<file path="src/rtl/cs_pkg.sv">
package cs_pkg;
  typedef enum logic [1:0] {
    SEG_STATIC = 2'd0,
    SEG_DYN    = 2'd1,
    SEG_SYMBOL = 2'd2,
    SEG_NIT    = 2'd3
  } seg_e;
endpackage

</file>
<file path="src/rtl/cs_wrap_cnt.sv">
// Macrotick counter inside the current slot or phase; wraps at lim.
module cs_wrap_cnt #(
  parameter int W = 8
) (
  input  logic         clk,
  input  logic         rst_n,
  input  logic         en,
  input  logic [W-1:0] lim,
  output logic         first,
  output logic         last
);
  logic [W-1:0] cnt_q;

  assign first = (cnt_q == '0);
  assign last  = (cnt_q == W'(lim - 1'b1));

  always_ff @(posedge clk or negedge rst_n) begin
    if (!rst_n)  cnt_q <= '0;
    else if (en) cnt_q <= last ? '0 : W'(cnt_q + 1'b1);
  end
endmodule

</file>
<file path="src/rtl/cs_match.sv">
// Compares every table entry with the slot number; lowest index wins.
module cs_match #(
  parameter int NUM_TX = 4,
  parameter int SLOT_W = 11,
  parameter int MS_W   = 10
) (
  input  logic [SLOT_W-1:0]        slot,
  input  logic [NUM_TX-1:0]        req,
  input  logic [NUM_TX*SLOT_W-1:0] tx_id,
  input  logic [NUM_TX*MS_W-1:0]   tx_ms,
  output logic                     hit,
  output logic [NUM_TX-1:0]        hit_oh,
  output logic [MS_W-1:0]          hit_ms
);
  logic [NUM_TX-1:0] cand;

  for (genvar i = 0; i < NUM_TX; i++) begin : g_cmp
    assign cand[i] = req[i] && (tx_id[i*SLOT_W +: SLOT_W] == slot);
  end

  always_comb begin
    hit_oh = '0;
    hit_ms = '0;
    for (int i = NUM_TX - 1; i >= 0; i--) begin
      if (cand[i]) begin
        hit_oh = '0;
        hit_oh[i] = 1'b1;
        hit_ms = tx_ms[i*MS_W +: MS_W];
      end
    end
  end

  assign hit = |cand;
endmodule

</file>
<file path="src/rtl/cycle_sched.sv">
module cycle_sched
  import cs_pkg::*;
#(
  parameter int NUM_TX = 4,
  parameter int SLOT_W = 11,
  parameter int MS_W   = 10,
  parameter int LEN_W  = 8,
  parameter int CYC_W  = 6
) (
  input  logic                     clk,
  input  logic                     rst_n,
  input  logic                     mt_en,
  input  logic [SLOT_W-1:0]        cfg_st_slots,
  input  logic [LEN_W-1:0]         cfg_st_len,
  input  logic [MS_W-1:0]          cfg_ms_count,
  input  logic [LEN_W-1:0]         cfg_ms_len,
  input  logic [LEN_W-1:0]         cfg_sym_len,
  input  logic [LEN_W-1:0]         cfg_nit_len,
  input  logic [NUM_TX*SLOT_W-1:0] tx_id,
  input  logic [NUM_TX*MS_W-1:0]   tx_ms,
  input  logic [NUM_TX-1:0]        req,
  output logic [1:0]               seg,
  output logic [SLOT_W-1:0]        slot,
  output logic [CYC_W-1:0]         cycle,
  output logic [NUM_TX-1:0]        grant
);
  localparam logic [MS_W-1:0]   ONE_MS   = MS_W'(1);
  localparam logic [SLOT_W-1:0] FIRST_SL = SLOT_W'(1);

  seg_e              seg_q;
  logic [SLOT_W-1:0] slot_q;
  logic [CYC_W-1:0]  cyc_q;
  logic [MS_W-1:0]   ms_used_q, ms_in_slot_q, slot_len_q;

  logic [LEN_W-1:0]  tick_lim;
  logic              tick_first, tick_last;
  logic              hit;
  logic [NUM_TX-1:0] hit_oh;
  logic [MS_W-1:0]   hit_ms, dyn_left, cur_len;
  logic              slot_start, fits, grant_ok, in_slot_phase;

  always_comb begin
    case (seg_q)
      SEG_STATIC: tick_lim = cfg_st_len;
      SEG_DYN:    tick_lim = cfg_ms_len;
      SEG_SYMBOL: tick_lim = cfg_sym_len;
      default:    tick_lim = cfg_nit_len;
    endcase
  end

  cs_wrap_cnt #(.W(LEN_W)) u_tick (
    .clk(clk), .rst_n(rst_n), .en(mt_en), .lim(tick_lim),
    .first(tick_first), .last(tick_last)
  );

  cs_match #(.NUM_TX(NUM_TX), .SLOT_W(SLOT_W), .MS_W(MS_W)) u_match (
    .slot(slot_q), .req(req), .tx_id(tx_id), .tx_ms(tx_ms),
    .hit(hit), .hit_oh(hit_oh), .hit_ms(hit_ms)
  );

  assign in_slot_phase = (seg_q == SEG_STATIC) || (seg_q == SEG_DYN);
  assign slot_start    = tick_first && (ms_in_slot_q == '0) && in_slot_phase;
  assign dyn_left      = MS_W'(cfg_ms_count - ms_used_q);
  assign fits          = (hit_ms <= dyn_left);
  assign grant_ok      = mt_en && slot_start && hit &&
                         ((seg_q == SEG_STATIC) || fits);
  assign cur_len       = slot_start ? ((seg_q == SEG_DYN && grant_ok) ? hit_ms : ONE_MS)
                                    : slot_len_q;

  always_ff @(posedge clk or negedge rst_n) begin
    if (!rst_n) begin
      seg_q        <= SEG_STATIC;
      slot_q       <= FIRST_SL;
      cyc_q        <= '0;
      ms_used_q    <= '0;
      ms_in_slot_q <= '0;
      slot_len_q   <= ONE_MS;
    end else if (mt_en) begin
      case (seg_q)
        SEG_STATIC: if (tick_last) begin
          slot_q <= SLOT_W'(slot_q + 1'b1);
          if (slot_q == cfg_st_slots) begin
            seg_q        <= SEG_DYN;
            ms_used_q    <= '0;
            ms_in_slot_q <= '0;
          end
        end
        SEG_DYN: begin
          slot_len_q <= cur_len;
          if (tick_last) begin
            ms_used_q <= MS_W'(ms_used_q + 1'b1);
            if (MS_W'(ms_in_slot_q + 1'b1) == cur_len) begin
              ms_in_slot_q <= '0;
              if (MS_W'(ms_used_q + 1'b1) == cfg_ms_count) begin
                seg_q  <= SEG_SYMBOL;
                slot_q <= '0;
              end else begin
                slot_q <= SLOT_W'(slot_q + 1'b1);
              end
            end else begin
              ms_in_slot_q <= MS_W'(ms_in_slot_q + 1'b1);
            end
          end
        end
        SEG_SYMBOL: if (tick_last) seg_q <= SEG_NIT;
        default: if (tick_last) begin
          seg_q  <= SEG_STATIC;
          slot_q <= FIRST_SL;
          cyc_q  <= CYC_W'(cyc_q + 1'b1);
        end
      endcase
    end
  end

  assign seg   = seg_q;
  assign slot  = slot_q;
  assign cycle = cyc_q;
  assign grant = grant_ok ? hit_oh : '0;
endmodule

</file>
<file path="config.mk">
export PLATFORM = sky130hd
export DESIGN_NAME = cycle_sched
export DESIGN_NICKNAME = d
export VERILOG_FILES = /design/src/rtl/cs_pkg.sv /design/src/rtl/cs_wrap_cnt.sv /design/src/rtl/cs_match.sv /design/src/rtl/cycle_sched.sv
export SDC_FILE = /design/constraint.sdc
export NUM_CORES = 1
export LEC_CHECK = 0
export ABC_AREA = 1
export BUFFER_PORTS_ARGS = -buffer_cell sky130_fd_sc_hd__buf_2
export CORE_AREA = 2 2 114 171
export DETAILED_ROUTE_END_ITERATION = 8
export DIE_AREA = 0 0 116 173
export PLACE_DENSITY = 0.62
export SKIP_CTS_REPAIR_TIMING = 1
export SYNTH_ARGS = -nofsm -noshare
export SYNTH_HDL_FRONTEND = slang
export SYNTH_SLANG_ARGS = --single-unit
</file>
<file path="constraint.sdc">
create_clock -name clk -period 5.95 [get_ports clk]
set_clock_uncertainty 0.05 [all_clocks]
set_input_delay 1.19 -clock clk [delete_from_list [all_inputs] [get_ports clk]]
set_output_delay 1.19 -clock clk [all_outputs]
set_load 0.05 [all_outputs]
</file>
After elaboration in Yosys (flattened, before gate mapping)

Index checks and enable logic that the tools add are counted.

Memories: 0
Bits of input ports: 144
Latch bits: 0
Memory bits (writable): 0
Logic and storage cells: 89
Memory bits (read-only): 0
Output and inout bits: 23
Register bits: 57

Bitwise operators: 2
$lt $le $gt $ge: 1
Add/sub/neg operators: 7
Muxes and demuxes: 34
$mul: 0
Divide/modulo/power cells: 0
Shifts and indexed selects: 0
Equal/unequal tests: 15
Reduce and logical (&&, ||, !) cells: 23

Operators by type and width:

| cell                    | count |
|---|---|
| $mux W10                | 11 |
| $eq A11 B11 Y1          | 5 |
| $mux W11                | 5 |
| $pmux W10 S2            | 2 |
| $pmux W11 S3            | 1 |
| $pmux W8 S3             | 1 |
| $add A10 B1 Y10 const B | 2 |
| $eq A10 B10 Y1          | 2 |
| $mux W4                 | 5 |
| $mux W2                 | 7 |
| $add A11 B1 Y11 const B | 1 |
| $le A10 B10 Y1          | 1 |
| $logic_and A1 B1 Y1     | 10 |
| $logic_not A10 Y1       | 1 |
| $ne A2 B1 Y1 const B    | 5 |
| $reduce_and A5 Y1       | 2 |
| $sub A10 B10 Y10        | 1 |
| $add A8 B1 Y8 const B   | 1 |
| $eq A8 B8 Y1            | 1 |
| $logic_not A8 Y1        | 1 |
| $mux W8                 | 1 |
| $sub A8 B1 Y8 const B   | 1 |
| $add A6 B1 Y6 const B   | 1 |
| $pmux W2 S3             | 1 |
| other kinds (11)        | 13 |

Longest topological paths before layout

Word-level depth: 16
Depth in mapped cells: 35
Mapped depth without buffers: 33

Modules after synthesis

From an unflattened synthesis, not the netlist that was laid out.

Cell total of the unflattened synthesis: 980
Area total of the unflattened synthesis: 6238.5 um2

Modules (own cells, without submodules):

| module      | seq. area each (um2) | cells each | area an instance (um2) | instances |
|---|---|---|---|---|
| cycle_sched | 1228.7               | 578        | 4189.0                 | 1 |
| cs_match    | 0.0                  | 269        | 1213.7                 | 1 |
| cs_wrap_cnt | 200.2                | 133        | 835.8                  | 1 |

Least setup slack after synthesis

OpenSTA, ideal clock, no wires.

Path type: input port to output port
Start: in cfg_ms_count[2]
End: out grant[3]
Data required time: 4710 ps
Buffers on the path: 0
Stages: 19
Arrival time: 4628 ps
Setup slack: 82 ps
Cell sequence: ha_1 nand2_1 o21ai_0 a21oi_1 o21ai_0 a21oi_1 o21bai_1 nand2_1 nand2_1 a21oi_1 xor2_1 ha_1 nand2_1 nor2_1 o211ai_1 nand3_1 nand3_1 nand3_4 nor3_1

Word-level cells in the longest chain between the ends: 5

Ends and longest elaborated chain:

| what                | line               | RTL |
|---|---|---|
| from (decl)         | cycle_sched.sv:15  | `input logic [MS_W-1:0] cfg_ms_count,` |
| $sub A10 B10 Y10    | cycle_sched.sv:63  | `assign dyn_left = MS_W'(cfg_ms_count - ms_used_q);` |
| $le A10 B10 Y1      | cycle_sched.sv:64  | `assign fits = (hit_ms <= dyn_left);` |
| $logic_or A1 B1 Y1  | cycle_sched.sv:66  | `((seg_q == SEG_STATIC) \|\| fits);` |
| $logic_and A1 B1 Y1 | cycle_sched.sv:65  | `assign grant_ok = mt_en && slot_start && hit &&` |
| $mux W4             | cycle_sched.sv:118 | `assign grant = grant_ok ? hit_oh : '0;` |
| to (decl)           | cycle_sched.sv:25  | `output logic [NUM_TX-1:0] grant` |

No other way between the ends.

Worst setup path after layout

Ends and elaborated chain as after synthesis.

==> results.yml <==
clock_tree:
  cts-buffers-inserted: 9
  clk_path_buf_depth: 2
  htree_num_levels: 3
  worstSkewPairLatency_ps: 330
  clk_pin_slew_worst_paths_ps: 50
  ctsRootBufferMaster: "clkbuf_16"
  tritoncts: "done"
  cts.sinks: 57
hold_path:
  min_path_type: "register to register"
critical_path:
  crit_arrival_ps: 4310
  critPathRequiredTime_ps: 4710
  cpLargestDelayFamily: "simple AND/OR/NAND/NOR gates"
  cpMostUsedCell: "nand2_1"
  crit_slowest_cell: "ha_1"
  cp_slowest_stage_delay_ps: 350
  end_kind: "output port"
  start_kind: "input pin"
  cp_max_fo: 5
  cp.buffers_inverters: 2
  crit_type: "input pin to output port"
  crit_chain: "buf_2, ha_1, nand2_1, o21ai_0, a21oi_1, o21ai_1, a21oi_1, o21bai_1, nand2_1, nand2_1, a21oi_1, xor2_1, ha_1, nand2_1, nor3_1, nand2_1, nand3_1, nand3_4, nor3_1, clkbuf_4"
floorplan:
  rows: 61
  io-pin-count: 167
  dieWidth_um: 116
  core_area_um2: 18500
  die_height_um: 173
  start_util_pct: 34.6
  dieArea_um2: 20100
logic_synthesis:
  synthArstFlopShare_pct: 100
  ys_types: 55
  synth_most_common_cell: "nand2_1"
  syn_nets: 1178
  synth-seq-area-share_pct: 22.4
  syn_inst: 1001
  syn-cell-area_um2: 6390
  ys_ff_latch: 57
  synth_enable_flop_cells: 0
  synthTopCellsByCount: "nand2_1, inv_1, nor2_1"
  synth_top_area_share_pct: 21.5
  synthTopCellsByArea: "dfrtp_1, nand2_1, inv_1, xor2_1, ha_1"
  synth_flop_cell: "dfrtp_1"
  syn_area_per_cell_um2: 6.38
  yosys.area.top_type: "dfrtp_1"
  ys_warn_count: 0
routing:
  vias: 6709
  first_pass_iters: 6
  wl_um: 19700
  postRouteAntennaNets: 0
  drc_errors: 0
  routedWlPerCell_um: 14.0
  viasPerCell: 4.75
  drt_iter0_markers: 353
placed_design:
  dpl-instance-area_um2: 7370
  io_buffers: 166
  dp_cells: 1397
  dp_hpwl_um: 15600
  routabilityCongestion: 0.863
  post-place-ws_ps: 298
timing:
  hold_slack_ps: 437
  drv_slew: 0
  post-route-period-util_pct: 93.3
  finalSetupTns_ps: 0
  worst_slack_ps: 396
  clock.fmax_mhz: 180
  fin_crit_ps: 5550
  hold_viol_final: 0
  relSlewSlack_pct: 27.2
  rsz0062_at_grt: "false"
  worst_pin_slew_ps: 1090
  setup_viol: 0
cells_and_area:
  finish.instance_area_um2: 7630
  multi_input_area_um2: 4100
  seq_area_um2: 1430
  fin_nets: 1333
  layout.cells.non_filler: 1411
  drive_above_1_share_pct: 20.9
  area_delta_synth_final_pct: 19.4
  nFillCells: 2073
pwr:
  p_per_area_nw_per_um2: 171
  peakVddDrop_mv: 0.125
  power.leakage_uw: 0.00434
grt:
  grt_pass1_wl_um: 31900
  grt_antenna_before_repair: 1
  grt_max_degree: 58
  grt_pass1_vias: 6426
  grt-ovfl-total: 0
  grt_usage_pct: 20.0
run:
  cap_viol_max_count: 0
outcome:
  status: "complete, no violations"
-- flip-flops by register name, indices dropped and copies added, names as in the netlist --
| name | cells |
|---|---|
| cycle | 6 |
| ms_in_slot_q | 10 |
| ms_used_q | 10 |
| seg | 2 |
| slot | 11 |
| slot_len_q | 10 |
| u_tick.cnt_q | 8 |
-- cells in the final DEF (no fill, tap or decap), types with 15 or more instances in the layout --
master	n
o22ai_1	17
ha_1	32
nor2_1	71
xnor2_1	17
inv_1	153
o21ai_0	28
nand3_1	66
inv_2	15
a21oi_1	18
nand2_1	323
xor2_1	50
buf_2	165
dfrtp_1	55
nand4_1	19
-- worst register-to-register path, delay by kind of cell, from the launching register on --
family	cells	cell delay [ps]
AOI/OAI and AO/OA	6	910
adders and majority gates	2	660
and+or+nand+nor	20	2340
buffers and inverters	1	100
DFF	1	400
xor gates and xnor gates	1	150
-- power by group --
group / total (uW) / switching, uW / leakage [uW] / internal [uW]
registers: 466 / 43.7 / 0.000682 / 422
logic: 380 / 228 / 0.00354 / 151
clock network: 459 / 174 / 0.000124 / 285
-- metrics by stage --
stage	power, uW	util, %
after global routing	1390	41.3
after floorplan	720	-
final	1300	41.3
after detailed placement	855	39.9
after CTS	1320	41.3
after global placement	849	39.9
-- cell type report --
type / count / share of cell area, %
multi-input cells: 743 / 53.8
flip-flops and latches: 57 / 18.7
repair buffers: 172 / 11.5
inverters: 173 / 8.51
well taps: 252 / 4.13
clock buffers: 12 / 3.23
clock inverters: 1 / 0.0656
diodes: 1 / 0.0328
-- metal layers --
| layer | up-vias | global-route usage, % | wire length (um) | share of wire, % |
|---|---|---|---|---|
| met4 | 0 | 7.19 | 445 | 2.3 |
| met3 | 31 | 1.75 | 689 | 3.5 |
| met2 | 148 | 36.8 | 10600 | 54 |
| li1 | 3463 | - | - | - |
| met5 | - | 0 | 0 | 0 |
| met1 | 3067 | 23.6 | 7920 | 40 |
-- worst paths after layout --
| kind | startpoint | to | cells past startpoint | slack (ps) |
|---|---|---|---|---|
| setup / recovery | cfg_ms_count[2] | grant[3] | 20 | 400 |
| setup reg to reg | ms_used_q[2] | slot[6] | 30 | 1240 |
| min in group asynchronous | rst_n | ms_used_q[6] | 2 | 990 |
| max in group asynchronous | rst_n | slot_len_q[5] | 2 | 4350 |
| hold reg to reg | slot_len_q[0] | slot_len_q[0] | 2 | 440 |
| hold / removal | slot_len_q[0] | slot_len_q[0] | 2 | 440 |
-- kinds of logic after synthesis --
family	count (synthesis)	share of synthesized area [%]
adder cells (fa/ha/maj)	33	6.58
flip-flops	57	22.4
AND/OR/NAND/NOR	541	38.3
XOR/XNOR	67	9.19
AO/OA/AOI/OAI	102	10.1
buffers and inverters	201	13.4
Power figures use the tool's default switching activity.
